`config.mk`:
```
export PLATFORM = sky130hd
export DESIGN_NAME = fan_pwm_ctrl
export DESIGN_NICKNAME = d
export VERILOG_FILES = /design/src/rtl/fan_pwm_pkg.sv /design/src/rtl/fan_pwm_seq.sv /design/src/rtl/fan_pwm_dp.sv /design/src/rtl/fan_pwm_ctrl.sv
export SDC_FILE = /design/constraint.sdc
export NUM_CORES = 1
export LEC_CHECK = 0
export ABC_AREA = 1
export BUFFER_PORTS_ARGS = -buffer_cell sky130_fd_sc_hd__buf_2
export CAP_MARGIN = 20
export CORE_MARGIN = 2
export CORE_UTILIZATION = 45
export DETAILED_ROUTE_END_ITERATION = 8
export PLACE_DENSITY = 0.58
export SYNTH_ARGS = -nofsm -noshare
export SYNTH_HDL_FRONTEND = slang
export SYNTH_HIERARCHICAL = 1
export SYNTH_SLANG_ARGS = --single-unit
```
`constraint.sdc`:
```
create_clock -name clk -period 20.9 [get_ports clk]
set_clock_uncertainty 0.1 [all_clocks]
set_input_delay 3.135 -clock clk [delete_from_list [all_inputs] [get_ports clk]]
set_output_delay 3.135 -clock clk [all_outputs]
set_load 0.1 [all_outputs]
```
`src/rtl/fan_pwm_pkg.sv`:
```
package fan_pwm_pkg;
  // Strobes from the sequencing control to the duty datapath
  typedef struct packed {
    logic capture;    // latch sampleCode this cycle
    logic forceFull;  // start-up override active
    logic loadDuty;   // PWM counter is about to wrap
  } ctlStrobes_t;
endpackage

```
`src/rtl/fan_pwm_seq.sv`:
```
module fan_pwm_seq
  import fan_pwm_pkg::*;
#(
  parameter int PWM_BITS      = 8,
  parameter int PRESCALE_DIV  = 50000,
  parameter int STARTUP_TICKS = 3000
) (
  input  logic                clk,
  input  logic                rstN,
  input  logic                sampleValid,
  output ctlStrobes_t         strobes,
  output logic [PWM_BITS-1:0] pwmPhase
);
  localparam int PRE_W = $clog2(PRESCALE_DIV + 1);
  localparam int UP_W  = $clog2(STARTUP_TICKS + 1);
  localparam logic [PRE_W-1:0]    PRE_LAST  = PRE_W'(PRESCALE_DIV - 1);
  localparam logic [UP_W-1:0]     UP_LAST   = UP_W'(STARTUP_TICKS);
  localparam logic [PWM_BITS-1:0] PHASE_MAX = '1;

  logic [PRE_W-1:0] preCnt;
  logic [UP_W-1:0]  upCnt;
  logic             startupDone;
  logic             tick;

  assign tick = (preCnt == PRE_LAST);

  always_ff @(posedge clk) begin
    if (!rstN) begin
      preCnt <= '0;
    end else if (tick) begin
      preCnt <= '0;
    end else begin
      preCnt <= preCnt + 1'b1;
    end
  end

  always_ff @(posedge clk) begin
    if (!rstN) begin
      upCnt       <= '0;
      startupDone <= 1'b0;
    end else if (!startupDone && tick) begin
      upCnt <= upCnt + 1'b1;
      if (upCnt == UP_LAST - 1'b1) startupDone <= 1'b1;
    end
  end

  always_ff @(posedge clk) begin
    if (!rstN) pwmPhase <= '0;
    else       pwmPhase <= pwmPhase + 1'b1;
  end

  always_comb begin
    strobes.capture   = sampleValid;
    strobes.forceFull = !startupDone;
    strobes.loadDuty  = (pwmPhase == PHASE_MAX);
  end
endmodule

```
`src/rtl/fan_pwm_dp.sv`:
```
module fan_pwm_dp
  import fan_pwm_pkg::*;
#(
  parameter int PWM_BITS      = 8,
  parameter int TEMP_BITS     = 8,
  parameter int ZERO_CODE     = 20,
  parameter int CODES_PER_DEG = 2,
  parameter int LOW_DEG       = 30,
  parameter int HIGH_DEG      = 61,
  parameter int MIN_DUTY      = 64
) (
  input  logic                 clk,
  input  logic                 rstN,
  input  ctlStrobes_t          strobes,
  input  logic [PWM_BITS-1:0]  pwmPhase,
  input  logic [TEMP_BITS-1:0] sampleCode,
  output logic [TEMP_BITS-1:0] heldCode,
  output logic [PWM_BITS:0]    activeDuty,
  output logic                 pwmOut
);
  localparam int DUTY_W = PWM_BITS + 1;
  localparam int FULL   = 1 << PWM_BITS;
  localparam int LOW_C  = ZERO_CODE + LOW_DEG * CODES_PER_DEG;
  localparam int HIGH_C = ZERO_CODE + HIGH_DEG * CODES_PER_DEG;
  localparam int SPAN   = HIGH_C - LOW_C;
  localparam int RISE   = FULL - MIN_DUTY;
  localparam int PROD_W = TEMP_BITS + DUTY_W + 1;

  localparam logic [TEMP_BITS-1:0] ZERO_V = TEMP_BITS'(ZERO_CODE);
  localparam logic [TEMP_BITS-1:0] LOW_V  = TEMP_BITS'(LOW_C);
  localparam logic [TEMP_BITS-1:0] HIGH_V = TEMP_BITS'(HIGH_C);
  localparam logic [DUTY_W-1:0]    FULL_V = DUTY_W'(FULL);
  localparam logic [DUTY_W-1:0]    MIN_V  = DUTY_W'(MIN_DUTY);
  localparam logic [PROD_W-1:0]    SPAN_V = PROD_W'(SPAN);
  localparam logic [PROD_W-1:0]    RISE_V = PROD_W'(RISE);

  logic                 sensorFault;
  logic [TEMP_BITS-1:0] aboveLow;
  logic [PROD_W-1:0]    scaled;
  logic [PROD_W-1:0]    step;
  logic [DUTY_W-1:0]    pendingDuty;

  // Reading register: resets to the top code, which maps to full duty
  always_ff @(posedge clk) begin
    if (!rstN)                heldCode <= '1;
    else if (strobes.capture) heldCode <= sampleCode;
  end

  assign sensorFault = (heldCode < ZERO_V);
  assign aboveLow    = heldCode - LOW_V;
  assign scaled      = PROD_W'(aboveLow) * RISE_V;
  assign step        = scaled / SPAN_V;

  always_comb begin
    if (strobes.forceFull || sensorFault || heldCode >= HIGH_V) begin
      pendingDuty = FULL_V;
    end else if (heldCode <= LOW_V) begin
      pendingDuty = MIN_V;
    end else begin
      pendingDuty = MIN_V + DUTY_W'(step);
    end
  end

  // Duty is only refreshed on the cycle before phase returns to zero
  always_ff @(posedge clk) begin
    if (!rstN)                 activeDuty <= FULL_V;
    else if (strobes.loadDuty) activeDuty <= pendingDuty;
  end

  assign pwmOut = ({1'b0, pwmPhase} < activeDuty);
endmodule

```
`src/rtl/fan_pwm_ctrl.sv`:
```
module fan_pwm_ctrl
  import fan_pwm_pkg::*;
#(
  parameter int PWM_BITS      = 8,
  parameter int TEMP_BITS     = 8,
  parameter int PRESCALE_DIV  = 50000,
  parameter int STARTUP_TICKS = 3000,
  parameter int ZERO_CODE     = 20,
  parameter int CODES_PER_DEG = 2,
  parameter int LOW_DEG       = 30,
  parameter int HIGH_DEG      = 61,
  parameter int MIN_DUTY      = 64
) (
  input  logic                 clk,
  input  logic                 rstN,
  input  logic                 sampleValid,
  input  logic [TEMP_BITS-1:0] sampleCode,
  output logic                 pwmOut
);
  ctlStrobes_t          strobes;
  logic [PWM_BITS-1:0]  pwmPhase;
  logic [TEMP_BITS-1:0] heldCode;
  logic [PWM_BITS:0]    activeDuty;

  fan_pwm_seq #(
    .PWM_BITS(PWM_BITS), .PRESCALE_DIV(PRESCALE_DIV), .STARTUP_TICKS(STARTUP_TICKS)
  ) uSeq (
    .clk(clk), .rstN(rstN), .sampleValid(sampleValid),
    .strobes(strobes), .pwmPhase(pwmPhase)
  );

  fan_pwm_dp #(
    .PWM_BITS(PWM_BITS), .TEMP_BITS(TEMP_BITS), .ZERO_CODE(ZERO_CODE),
    .CODES_PER_DEG(CODES_PER_DEG), .LOW_DEG(LOW_DEG), .HIGH_DEG(HIGH_DEG),
    .MIN_DUTY(MIN_DUTY)
  ) uDp (
    .clk(clk), .rstN(rstN), .strobes(strobes), .pwmPhase(pwmPhase),
    .sampleCode(sampleCode), .heldCode(heldCode), .activeDuty(activeDuty),
    .pwmOut(pwmOut)
  );
endmodule

```
# Word-level counts from Yosys, hierarchy flattened
# Index checks and enable logic that the tools add are counted.
dict set report word_totals {
  reg_bits 54
  input_bits 11
  out_inout_bits 1
}
dict set report op_classes {
  add_sub_neg 5
  mul 1
  div 1
  order_cmp 4
  eq_ne 3
  muxes 2
  bitwise_logic 1
  n_reduce_logical 6
}
# cell n
set op_table {}
lappend op_table {{$div A16 B6 Y18 const B} 1}
lappend op_table {{$mux W9} 2}
lappend op_table {{$add A16 B1 Y16 const B} 1}
lappend op_table {{$eq A16 B16 Y1 const B} 1}
lappend op_table {{$add A12 B1 Y12 const B} 1}
lappend op_table {{$eq A12 B12 Y1 const B} 1}
lappend op_table {{$mul A8 B2 Y10 const B} 1}
lappend op_table {{$add A7 B9 Y9 const A} 1}
lappend op_table {{$lt A8 B9 Y1} 1}
lappend op_table {{$add A8 B1 Y8 const B} 1}
lappend op_table {{$eq A8 B8 Y1 const B} 1}
lappend op_table {{$ge A8 B8 Y1 const B} 1}
lappend op_table {{$le A8 B7 Y1 const B} 1}
lappend op_table {{$lt A8 B5 Y1 const B} 1}
lappend op_table {{$sub A8 B7 Y8 const B} 1}
lappend op_table {{$logic_or A1 B1 Y1} 2}
lappend op_table {{$reduce_and A2 Y1} 1}
lappend op_table {{$reduce_or A2 Y1} 1}
lappend op_table {{$logic_and A1 B1 Y1} 1}
lappend op_table {{$logic_not A1 Y1} 1}
lappend op_table {{$not A1 Y1} 1}

# Logic depth before layout (Yosys ltp)
# Gate-level depths: netlist (run 1).
dict set report depth {
  ltp_word 6
  depth_mapped 75
  mapped_depth_nobuf 74
}

# Hierarchy
# Netlist (run 1), hierarchy kept.
# module instances cells_each area_per_inst_um2
set modules_own_cells {}
lappend modules_own_cells {fan_pwm_dp 1 587 3368.2}
lappend modules_own_cells {fan_pwm_seq 1 284 1911.8}

# Least setup slack after synthesis (run 1)
# No wires, ideal clock.
dict set report synth_path {
  path_kind {register to register}
  from {reg uDp.heldCode[4]}
  to {reg uDp.activeDuty[0]}
  setup_ps 67
  arrival_time_ps 7586
  path_slack_ps 13146
  path_stages_with_launch 64
  path_buffers 1
  period_less_slack_ps 7754
  path_cell_list {dfxtp_1 > inv_2 > ha_1 > inv_1 > nor2_1 > nor2_1 > ha_1 > a21oi_1 > o21ai_0 > a21oi_1 > nor2_4 > nand2_2 > nand4_1 > o21ai_1 > nand3_1 > xor2_1 > a21boi_1 > nor2_4 > [... 28 more ...] > ha_1 > nand3_2 > nor2_8 > nand3_4 > buf_6 > nand2_1 > nand2_1 > ha_1 > inv_1 > a21oi_1 > nand2_1 > nor2_4 > nand2_2 > inv_1 > o21bai_1 > nand3_1 > nand2_1 > a21oi_2}
}
dict set report synth_via {
  elab_chain_cells 6
  elab_cells_between_ends 11
}
# item line
set synth_rtl {}
lappend synth_rtl {{from (decl)} fan_pwm_dp.sv:17} ;# output logic [TEMP_BITS-1:0] heldCode,
lappend synth_rtl {{from (signal assigned)} fan_pwm_dp.sv:46} ;# else if (strobes.capture) heldCode <= sampleCode;
lappend synth_rtl {{$sub A8 B7 Y8} fan_pwm_dp.sv:50} ;# assign aboveLow = heldCode - LOW_V;
lappend synth_rtl {{$mul A8 B2 Y10} fan_pwm_dp.sv:51} ;# assign scaled = PROD_W'(aboveLow) * RISE_V;
lappend synth_rtl {{$div A16 B6 Y18} fan_pwm_dp.sv:52} ;# assign step = scaled / SPAN_V;
lappend synth_rtl {{$add A7 B9 Y9} fan_pwm_dp.sv:60} ;# pendingDuty = MIN_V + DUTY_W'(step);
lappend synth_rtl {{$mux W9} fan_pwm_dp.sv:57} ;# end else if (heldCode <= LOW_V) begin
lappend synth_rtl {{$mux W9 *} fan_pwm_dp.sv:55} ;# if (strobes.forceFull || sensorFault || heldCode >= HIGH_V) begin
lappend synth_rtl {{to (signal assigned)} fan_pwm_dp.sv:67} ;# else if (strobes.loadDuty) activeDuty <= pendingDuty;
lappend synth_rtl {{to (decl)} fan_pwm_dp.sv:18} ;# output logic [PWM_BITS:0] activeDuty,
# Every way passes the cells marked *; elsewhere a longest branch is shown, timed or not.
# A chain may end at the register's enable or synchronous reset.

# Final worst setup path (run 1)
# Same ends and word-level chain as after synthesis.

==> impl_metrics.json, run 1 <==
{
  "grtUsageMet3_pct": 1.836,
  "endpoint_kind": "flop",
  "critical_path_class": "flop to flop",
  "synth_seq_cells": 54,
  "cts.hold.buffers_added": 0,
  "max-cap-violations": 0,
  "tightestPinTransition_ps": 939.7,
  "totalNegativeSetupSlack_ps": 0,
  "cts_repair_resize_count": 0,
  "initial_core_util_pct": 46.24,
  "cts_htree_levels": 2,
  "min_period_over_period_pct": 41.97,
  "drt-total-wl_um": 11430,
  "core.rowCount": 39,
  "rr_startpoint": "uDp/heldCode[4]",
  "gr-usage-met1_pct": 24.91,
  "netlist-cell-type-count": 41,
  "slew-limit-headroom_pct": 36.87,
  "synth_nets": 913,
  "slowest_stage": "sky130_fd_sc_hd__dfxtp_1",
  "place_congestion": 0.8753,
  "synthesis.instances": 871,
  "worst_r2r_path_depth": 69,
  "first_pass_grt_wire_length_um": 20580,
  "final_hold_viol_count": 0,
  "drtAntennaViolNets": 0,
  "period_needed_ps": 8771,
  "global_route.usage.met2_pct": 32.77,
  "n_antenna_cell": 0,
  "hold-worst-slack_ps": 357.7,
  "cts_tree": "yes",
  "num_cts_buffers": 5,
  "cp-startpoint": "uDp/heldCode[4]",
  "placeableCoreArea_um2": 11420,
  "initial_antenna_violation_count": 0,
  "track_usage_pct": 18.71,
  "utilization_pct": 49.11,
  "cp_data_arrival_time_ps": 8890,
  "synth.yosys.warnings": 6,
  "cell_area_after_synthesis_um2": 5280,
  "die_outline_width_um": 112.3,
  "clkSlewWorstSetupHoldPaths_ps": 70,
  "synth_edf_count": 0,
  "detailedRoute.firstIterationViolations": 324,
  "largest_net_degree_at_the_start_of_global_routing": 18,
  "cts_max_path_buffers": 2,
  "place.port_buffers": 11,
  "latest_clock_arrival_within_the_worst_skew_pair_ps": 290,
  "avgRoutedWirePerCell_um": 11.16,
  "die-area_um2": 12620,
  "min_path_type": "flop to flop",
  "detail_route.drc_violations": 0,
  "seq_area_frac_synth_pct": 20.47,
  "drv_slew": 0,
  "grt_most_used_layer": "met2",
  "timing.critical_path.to": "uDp/activeDuty[0]",
  "worstPathRequired_ps": 21020,
  "postSynth.asyncResetShare_pct": 0,
  "syn-mean-instance-area_um2": 6.062,
  "synth_flop_cell": "sky130_fd_sc_hd__dfxtp_1",
  "first_pass_iters": 4,
  "max_clock_freq_mhz": 114.0,
  "r2r_setup_slack_ps": 12130,
  "dieHeight_um": 112.3,
  "root_buffer": "sky130_fd_sc_hd__clkbuf_16",
  "report.final.setup_viol": 0,
  "design.portCount": 12,
  "hpwlAfterDp_um": 9265,
  "area_growth_pct": 6.209,
  "number_of_global_route_vias_before_repair": 4896,
  "cp_common_cell": "sky130_fd_sc_hd__nand2_1",
  "post_route_cells_drive_above_1_share_pct": 12.03,
  "nets": 922,
  "postCtsSetupBuffers": 0,
  "critPathLaunchType": "flop",
  "largest_stage_delay_worst_path_ps": 410,
  "gr-total-overflow": 0,
  "r2r_path_end": "uDp/activeDuty[0]",
  "run_status": "finished, final reports clean",
  "critical_path_peak_fanout": 12,
  "drt-vias-per-instance": 5.051,
  "rsz0062_at_grt": "false",
  "tritoncts_num_sinks": 54,
  "via_count": 5172
}
[layer usage]
layer  vias to the layer above  part of all wire (%)  wire length, µm
met5                         -                     0                0
met4                         0                   1.5              166
met2                        63                    46             5284
li1                       2804                     -                -
met1                      2291                    50             5765
met3                        14                   1.9              213
[state kept, by name, summed over array words and instances, names as in the netlist]
| signal | count |
|---|---|
| uDp/heldCode | 8 |
| uDp/activeDuty | 9 |
| uSeq/preCnt | 16 |
| uSeq/pwmPhase | 8 |
| uSeq/upCnt | 12 |
| uSeq/startupDone | 1 |
[cells in the mapped netlist, types with 4 or more instances]
cell	n	area, µm²
sky130_fd_sc_hd__nand2_1	254	953.4
sky130_fd_sc_hd__inv_1	120	450.4
sky130_fd_sc_hd__nor2_1	78	292.8
sky130_fd_sc_hd__nand3_1	77	385.4
sky130_fd_sc_hd__dfxtp_1	54	1081
sky130_fd_sc_hd__a21oi_1	51	255.2
sky130_fd_sc_hd__ha_1	30	375.4
sky130_fd_sc_hd__nand2_2	29	181.4
sky130_fd_sc_hd__nand4_1	26	162.7
sky130_fd_sc_hd__o21ai_0	25	125.1
sky130_fd_sc_hd__xor2_1	17	148.9
sky130_fd_sc_hd__inv_2	14	52.55
sky130_fd_sc_hd__nor2_2	11	68.82
sky130_fd_sc_hd__nor3_1	11	55.05
sky130_fd_sc_hd__nor2_4	6	67.56
sky130_fd_sc_hd__o21ai_1	6	30.03
sky130_fd_sc_hd__o21bai_1	6	45.04
sky130_fd_sc_hd__nand2_4	5	56.30
sky130_fd_sc_hd__nand3_2	5	50.05
sky130_fd_sc_hd__a21oi_2	4	35.03
sky130_fd_sc_hd__nand3_4	4	70.07
sky130_fd_sc_hd__xnor2_1	4	35.03
[area by class of cell]
type	instances	area, µm²
inverters	137	514.2
clock buffers	7	152.6
multi-input cells	671	3617
clock inverters	1	8.758
well taps	143	178.9
fillers	1187	5811
repair buffers	11	55.05
flip-flops and latches	54	1081
[cell families (layout without fill, tap and decap cells)]
family                     Yosys count  in the layout  share of synthesized area [%]
AOI/OAI and AO/OA                  104            104                          11.64
xor gates and xnor gates            21             21                          3.483
DFF                                 54             54                          20.47
and+or+nand+nor                    515            515                          45.90
buffers and inverters              146            156                          11.02
adders and majority gates           31             31                          7.488
[worst max-delay path, delay by kind of cell (launching register included)]
family | cells | cell delay, ps
compound gates | 8 | 1260
fa+ha+maj | 7 | 1690
buf+inv | 10 | 750
flops | 1 | 410
simple gates | 44 | 4480
[cells in the final DEF, fill, tap and decap left out, types with 11 or more instances in the layout]
cell / synthesis / layout
sky130_fd_sc_hd__nor2_1: 78 / 78
sky130_fd_sc_hd__ha_1: 30 / 30
sky130_fd_sc_hd__nand2_1: 254 / 254
sky130_fd_sc_hd__nand4_1: 26 / 26
sky130_fd_sc_hd__o21ai_0: 25 / 25
sky130_fd_sc_hd__xor2_1: 17 / 17
sky130_fd_sc_hd__buf_2: 0 / 11
sky130_fd_sc_hd__nand2_2: 29 / 29
sky130_fd_sc_hd__nor2_2: 11 / 11
sky130_fd_sc_hd__inv_1: 120 / 120
sky130_fd_sc_hd__nor3_1: 11 / 11
sky130_fd_sc_hd__inv_2: 14 / 14
sky130_fd_sc_hd__nand3_1: 77 / 77
sky130_fd_sc_hd__a21oi_1: 51 / 51
sky130_fd_sc_hd__dfxtp_1: 54 / 54
[worst min-delay path by stage]
stage	startpoint	end	slack [ps]	depth (start not counted)
2_1_floorplan	uSeq/preCnt[0]	uSeq/preCnt[0]	320	1
3_3_place_gp	uSeq/preCnt[0]	uSeq/preCnt[0]	330	1
3_5_place_dp	uSeq/preCnt[0]	uSeq/preCnt[0]	340	1
4_1_cts	uSeq/preCnt[0]	uSeq/preCnt[0]	350	1
5_1_grt	uSeq/preCnt[0]	uSeq/preCnt[0]	380	1
6_report	uSeq/preCnt[0]	uSeq/preCnt[0]	360	1
[metrics by stage]
stage	cells	instance area [µm²]	setup slack [ps]
2_1_floorplan	871	5280	13150
3_3_place_gp	1016	5446	12430
3_5_place_dp	1016	5446	12150
4_1_cts	1024	5608	12110
5_1_grt	1024	5608	10860
6_report	1024	5608	12130
Power of run 1 is left out: the tool's default activity adds up to more than one toggle a clock period on the data nets, which glitch-free logic cannot reach.
==> run 2, diff against run 1 <==
--- a/config.mk
+++ b/config.mk
@@ -5,13 +5,13 @@
 export SDC_FILE = /design/constraint.sdc
 export NUM_CORES = 1
 export LEC_CHECK = 0
-export ABC_AREA = 1
+export ABC_AREA = 0
 export BUFFER_PORTS_ARGS = -buffer_cell sky130_fd_sc_hd__buf_2
 export CAP_MARGIN = 20
 export CORE_MARGIN = 2
 export CORE_UTILIZATION = 45
 export DETAILED_ROUTE_END_ITERATION = 8
-export PLACE_DENSITY = 0.58
+export PLACE_DENSITY = 0.6
 export SYNTH_ARGS = -nofsm -noshare
 export SYNTH_HDL_FRONTEND = slang
 export SYNTH_HIERARCHICAL = 1
==> constraint.sdc (replaced) <==
create_clock -name clk -period 7.7 [get_ports clk]
set_clock_uncertainty 0.1 [all_clocks]
set_input_delay 1.155 -clock clk [delete_from_list [all_inputs] [get_ports clk]]
set_output_delay 1.155 -clock clk [all_outputs]
set_load 0.1 [all_outputs]
==> impl_metrics.json, run 2 <==
{
  "synth_top_area_share_pct": 21.16,
  "first_pass_iters": 4,
  "drt-total-wl_um": 14290,
  "syn-mean-instance-area_um2": 7.920,
  "drt-vias-per-instance": 5.777,
  "cp-startpoint": "uDp/heldCode[5]",
  "cts_tree": "yes",
  "r2r_path_end": "uDp/activeDuty[0]",
  "slowest_stage": "sky130_fd_sc_hd__or3b_4",
  "largest_register_ffs": 16,
  "netlist-cell-type-count": 94,
  "latest_clock_arrival_within_the_worst_skew_pair_ps": 290,
  "run_status": "complete, but fails checks",
  "max_clock_freq_mhz": 123.1,
  "cts_max_path_buffers": 2,
  "cell_area_after_synthesis_um2": 5109,
  "critical_path_peak_fanout": 6,
  "clkSlewWorstSetupHoldPaths_ps": 80,
  "slew-limit-headroom_pct": 48.50,
  "synth_nets": 687,
  "drv_slew": 0,
  "largest_registers": "uSeq/preCnt (16), uSeq/upCnt (12), uDp/activeDuty (9)",
  "synth_top_area_cell": "sky130_fd_sc_hd__dfxtp_1",
  "drtAntennaViolNets": 0,
  "cp_data_arrival_time_ps": 8190,
  "n_antenna_cell": 0,
  "tightestPinTransition_ps": 772.5,
  "via_count": 5419,
  "utilization_pct": 64.31,
  "crit_family": "compound AO/OA/AOI/OAI gates",
  "period_needed_ps": 8122,
  "seq_area_frac_synth_pct": 21.16,
  "core.rowCount": 38,
  "worstPathRequired_ps": 7770,
  "commonest_cells_post_synth": "sky130_fd_sc_hd__dfxtp_1 (54), sky130_fd_sc_hd__nor2_1 (54), sky130_fd_sc_hd__nand2_1 (45)",
  "endpoint_kind": "flop",
  "place_congestion": 0.9261,
  "hpwlAfterDp_um": 11010,
  "synth_seq_cells": 54,
  "failed_checks": "negative setup slack",
  "dp_cells": 909,
  "synth_flop_cell": "sky130_fd_sc_hd__dfxtp_1",
  "number_of_global_route_vias_before_repair": 5322,
  "dieHeight_um": 110.6,
  "die_outline_width_um": 110.6,
  "largest_net_degree_at_the_start_of_global_routing": 28,
  "placeableCoreArea_um2": 10940,
  "worst_r2r_path_depth": 41,
  "report.final.setup_viol": 2,
  "min_path_type": "flop to flop",
  "synth_edf_count": 0,
  "largest_stage_delay_worst_path_ps": 410,
  "critPathLaunchType": "flop",
  "avgRoutedWirePerCell_um": 15.23,
  "r2r_setup_slack_ps": -420,
  "detail_route.drc_violations": 0,
  "timing.critical_path.to": "uDp/activeDuty[0]",
  "rr_startpoint": "uDp/heldCode[5]",
  "finalWorstSetupSlack_ps": -421.9,
  "die-area_um2": 12220,
  "critical_path_class": "flop to flop",
  "area_growth_pct": 37.67,
  "detailedRoute.firstIterationViolations": 345,
  "max-cap-violations": 0,
  "tritoncts_num_sinks": 54,
  "cell_count_final_fillers_out": 938,
  "largest_register": "uSeq/preCnt",
  "rsz0062_at_grt": "true",
  "nets": 839,
  "fillerInstances": 931,
  "placement.cell_area_um2": 6504,
  "post-route-cell-area_um2": 7033,
  "initial_antenna_violation_count": 0,
  "hold_start": "uSeq/preCnt[0]",
  "leading_cell_type_in_the_layout_fill_and_taps_excluded": "sky130_fd_sc_hd__buf_4",
  "min_period_over_period_pct": 105.5,
  "root_buffer": "sky130_fd_sc_hd__clkbuf_16",
  "synth.yosys.warnings": 6,
  "buffer_and_inverter_count_on_the_worst_path": 3,
  "track_usage_pct": 22.85,
  "cts_htree_levels": 2,
  "cts.hold.buffers_added": 0,
  "synthesis.instances": 645,
  "final_hold_viol_count": 0,
  "initial_core_util_pct": 46.72,
  "cp_num_cells": 41,
  "place.port_buffers": 11,
  "layout_common_cells": "sky130_fd_sc_hd__buf_4 (152), sky130_fd_sc_hd__nor2_1 (53), sky130_fd_sc_hd__dfxtp_1 (51), sky130_fd_sc_hd__nand2_1 (39), sky130_fd_sc_hd__a21oi_1 (39)",
  "gr-total-overflow": 0,
  "totalNegativeSetupSlack_ps": -712.8,
  "design.portCount": 12,
  "yosys-top-cells-area": "sky130_fd_sc_hd__dfxtp_1 (21%), sky130_fd_sc_hd__ha_1 (7.3%), sky130_fd_sc_hd__xnor2_1 (5.5%)",
  "post_route_cells_drive_above_1_share_pct": 34.71,
  "postSynth.asyncResetShare_pct": 0,
  "num_cts_buffers": 5,
  "first_pass_grt_wire_length_um": 24210
}
[run 2: changes by cell type after synthesis, sizes merged, moves of 13 or more]
cell | previous run | this run
a21oi | 56 | 43
a211oi | 0 | 18
nor2 | 96 | 55
xnor2 | 4 | 34
and2 | 0 | 14
nand2 | 288 | 47
nand4 | 26 | 12
and3 | 0 | 13
inv | 134 | 34
nand3 | 86 | 30
[run 2: cells by family after synthesis]
group / share of synthesized area (%)
flip-flops: 21.16
AND/OR/NAND/NOR: 26.70
AO/OA/AOI/OAI: 28.12
adder cells (fa/ha/maj): 7.935
buffers and inverters: 4.800
multiplexers: 2.572
XOR/XNOR: 8.719
[run 2: metal layers]
metal,wire [µm],GRT usage [%],share of wire (%),vias to the layer above
met5,0,0,0,-
met4,160,5.333,1.1,0
met3,381,1.976,2.7,17
met2,6825,39.75,48,84
met1,6922,30.69,48,2570
li1,-,-,-,2748
[run 2: how the worst min path moves through the flow]
stage,end,slack [ps],cells after the start
finish,uSeq/preCnt[0],370,1
global route,uSeq/pwmPhase[0],390,1
CTS,uSeq/preCnt[0],370,1
detailed placement,uSeq/preCnt[0],360,1
global placement,uSeq/pwmPhase[0],340,1
floorplan,uSeq/pwmPhase[0],320,1
[run 2: cell type report]
cell class / count / area [µm²] / share of cell area (%)
clock buffers: 5 / 125.1 / 1.779
clock inverters: 3 / 47.55 / 0.6760
flip-flops and latches: 54 / 1090 / 15.50
multi-input cells: 536 / 4233 / 60.18
repair buffers: 166 / 1230 / 17.49
inverters: 34 / 132.6 / 1.886
well taps: 140 / 175.2 / 2.491
[run 2: metrics by stage]
stage | setup slack [ps] | hold WS [ps]
floorplan | -1036 | 320.8
global placement | -372.7 | 343.6
detailed placement | -618.7 | 355.7
CTS | -290.8 | 373.5
global route | -803.4 | 392.8
finish | -421.9 | 368.4
[run 2: timing repair]
action / CTS / global route
pin swaps: 28 / 4
setup buffers: 15 / 5
gates cloned: 1 / 0
gates resized for setup: 34 / 10
endpoints found under the setup margin: 2 / 3
Power of run 2 is left out for the same reason.
==> run 3, diff against run 2 <==
--- a/config.mk
+++ b/config.mk
@@ -12,7 +12,7 @@
 export CORE_UTILIZATION = 45
 export DETAILED_ROUTE_END_ITERATION = 8
 export PLACE_DENSITY = 0.6
+export RECOVER_POWER = 100
 export SYNTH_ARGS = -nofsm -noshare
 export SYNTH_HDL_FRONTEND = slang
-export SYNTH_HIERARCHICAL = 1
 export SYNTH_SLANG_ARGS = --single-unit
==> impl_metrics.json, run 3 <==
{
  "place_congestion": 0.9010,
  "yosys.cell_count.top_type": "sky130_fd_sc_hd__dfxtp_1",
  "syn-mean-instance-area_um2": 8.000,
  "latest_clock_arrival_within_the_worst_skew_pair_ps": 290,
  "die_outline_width_um": 112.6,
  "period_needed_ps": 7502,
  "cts_tree": "yes",
  "clkSlewWorstSetupHoldPaths_ps": 70,
  "critPathLaunchType": "flop",
  "min_path_type": "flop to flop",
  "rsz0062_at_grt": "true",
  "cts_htree_levels": 2,
  "tightestPinTransition_ps": 1156,
  "core.rowCount": 39,
  "cts_max_path_buffers": 2,
  "design.portCount": 12,
  "synth_nets": 705,
  "dp_slack_ps": -95.14,
  "drtAntennaViolNets": 0,
  "detail_route.drc_violations": 0,
  "synth.yosys.warnings": 0,
  "synth_top_area_share_pct": 20.38,
  "synth_edf_count": 0,
  "layout_common_cells": "sky130_fd_sc_hd__buf_4 (104), sky130_fd_sc_hd__dfxtp_1 (51), sky130_fd_sc_hd__nand2_1 (43), sky130_fd_sc_hd__nor2_1 (39), sky130_fd_sc_hd__a21oi_1 (31)",
  "cp_common_cell": "sky130_fd_sc_hd__ha_4",
  "largest_stage_delay_worst_path_ps": 380,
  "run_status": "finished, final reports clean",
  "finalWorstSetupSlack_ps": 198.0,
  "max-cap-violations": 0,
  "synth_flop_cell": "sky130_fd_sc_hd__dfxtp_1",
  "hpwlAfterDp_um": 11650,
  "n_antenna_cell": 0,
  "seq_area_frac_synth_pct": 20.38,
  "leading_cell_type_in_the_layout_fill_and_taps_excluded": "sky130_fd_sc_hd__buf_4",
  "avgRoutedWirePerCell_um": 16.81,
  "buffer_and_inverter_count_on_the_worst_path": 5,
  "rr_startpoint": "uDp.heldCode[5]",
  "min_delay_worst_endpoint": "uSeq.preCnt[0]",
  "worst_r2r_path_depth": 42,
  "placeableCoreArea_um2": 11470,
  "synth_seq_cells": 54,
  "cp_data_arrival_time_ps": 7580,
  "synthesis.instances": 663,
  "place.port_buffers": 11,
  "synth_top_area_cell": "sky130_fd_sc_hd__dfxtp_1",
  "worstPathRequired_ps": 7780,
  "dieHeight_um": 112.6,
  "post_route_cells_drive_above_1_share_pct": 33.29,
  "initial_antenna_violation_count": 0,
  "largest_register_ffs": 16,
  "crit_family": "compound AO/OA/AOI/OAI gates",
  "yosys-top-cells-area": "sky130_fd_sc_hd__dfxtp_1 (20%), sky130_fd_sc_hd__ha_1 (7.1%), sky130_fd_sc_hd__xnor2_1 (3.8%)",
  "root_buffer": "sky130_fd_sc_hd__clkbuf_16",
  "nets": 810,
  "largest_registers": "uSeq.preCnt (16), uSeq.upCnt (12), uDp.activeDuty (9)",
  "detailedRoute.firstIterationViolations": 342,
  "drv_slew": 0,
  "max_clock_freq_mhz": 133.3,
  "slowest_stage": "sky130_fd_sc_hd__or3_4",
  "largest_register": "uSeq.preCnt",
  "commonest_cells_post_synth": "sky130_fd_sc_hd__dfxtp_1 (54), sky130_fd_sc_hd__nand2_1 (49), sky130_fd_sc_hd__nor2_1 (44)",
  "utilization_pct": 61.01,
  "drt-total-wl_um": 15330,
  "final_hold_viol_count": 0,
  "cell_count_final_fillers_out": 912,
  "min_period_over_period_pct": 97.43,
  "endpoint_kind": "flop",
  "netlist-cell-type-count": 96,
  "slew-limit-headroom_pct": 23.24,
  "tritoncts_num_sinks": 54,
  "cts.hold.buffers_added": 0,
  "critical_path_class": "flop to flop",
  "first_pass_iters": 5,
  "hold_start": "uSeq.preCnt[0]",
  "dp_cells": 887,
  "report.final.setup_viol": 0,
  "number_of_global_route_vias_before_repair": 5321,
  "initial_core_util_pct": 46.25,
  "num_cts_buffers": 5,
  "die-area_um2": 12670,
  "critical_path_peak_fanout": 8,
  "hold-worst-slack_ps": 377.2,
  "track_usage_pct": 23.44,
  "largest_net_degree_at_the_start_of_global_routing": 42,
  "drt-vias-per-instance": 6.109,
  "r2r_path_end": "uDp.activeDuty[0]",
  "gr-total-overflow": 0,
  "first_pass_grt_wire_length_um": 25320,
  "area_growth_pct": 31.92,
  "postSynth.asyncResetShare_pct": 0,
  "cell_depth_of_the_worst_hold_path": 1,
  "via_count": 5571,
  "cell_area_after_synthesis_um2": 5304,
  "r2r_setup_slack_ps": 200
}
## run 3: changes by cell type in the layout (fill, tap and decap cells not counted), sizes merged, moves of 6 or more
| cell | change |
|---|---|
| buf | -49 |
| a22oi | +7 |
| nor2 | -11 |
| a211oi | -7 |
| xor2 | +6 |
| a21oi | -8 |
| or2 | +8 |
| nor2b | +11 |
| a21o | +6 |
| o21ai | +21 |
| xnor2 | -9 |
| and2 | +10 |
## run 3: what timing repair did
item,4_1_cts,5_1_grt
gates cloned,0,0
buffers inserted,3,14
endpoints found under the setup margin,2,2
pin swaps,1,57
gates resized for setup,5,59
## run 3: cell families after synthesis
family,count (synthesis),synth area share (%)
and+or+nand+nor,259,27.06
AOI/OAI and AO/OA,221,33.10
DFF,54,20.38
buffers and inverters,50,3.703
xor gates and xnor gates,44,7.549
adders and majority gates,31,7.455
muxes,4,0.7549
## run 3: layout make-up
cell class / instances / area, µm²
multi-input cells: 559 / 4589
fillers: 983 / 4471
flip-flops and latches: 54 / 1090
repair buffers: 118 / 868.3
well taps: 143 / 178.9
clock buffers: 6 / 138.9
inverters: 30 / 120.1
clock inverters: 2 / 11.26
## run 3: routing by layer
layer  global-route usage, %  part of all wire, %  vias up
met1                   32.57                   47     2658
met5                       0                    0        -
met3                   1.890                  3.6       24
li1                        -                    -     2748
met4                   5.772                  1.6        0
met2                   39.44                   47      141
## run 3: worst max path at each step
stage | start | to | depth (start not counted)
3_5_place_dp | uDp.heldCode[5] | uDp.activeDuty[0] | 40
2_1_floorplan | uDp.heldCode[4] | uDp.activeDuty[0] | 43
6_report | uDp.heldCode[5] | uDp.activeDuty[0] | 42
4_1_cts | uDp.heldCode[5] | uDp.activeDuty[0] | 40
5_1_grt | uDp.heldCode[5] | uDp.activeDuty[0] | 43
3_3_place_gp | uDp.heldCode[5] | uDp.activeDuty[0] | 39
## run 3: metrics by stage
step	instance area (µm²)	setup TNS, ps
2_1_floorplan	5620	-405.4
3_3_place_gp	6406	-27.33
3_5_place_dp	6406	-123.1
4_1_cts	6600	0
5_1_grt	6997	-293.5
6_report	6997	0
Power of run 3 is left out for the same reason.
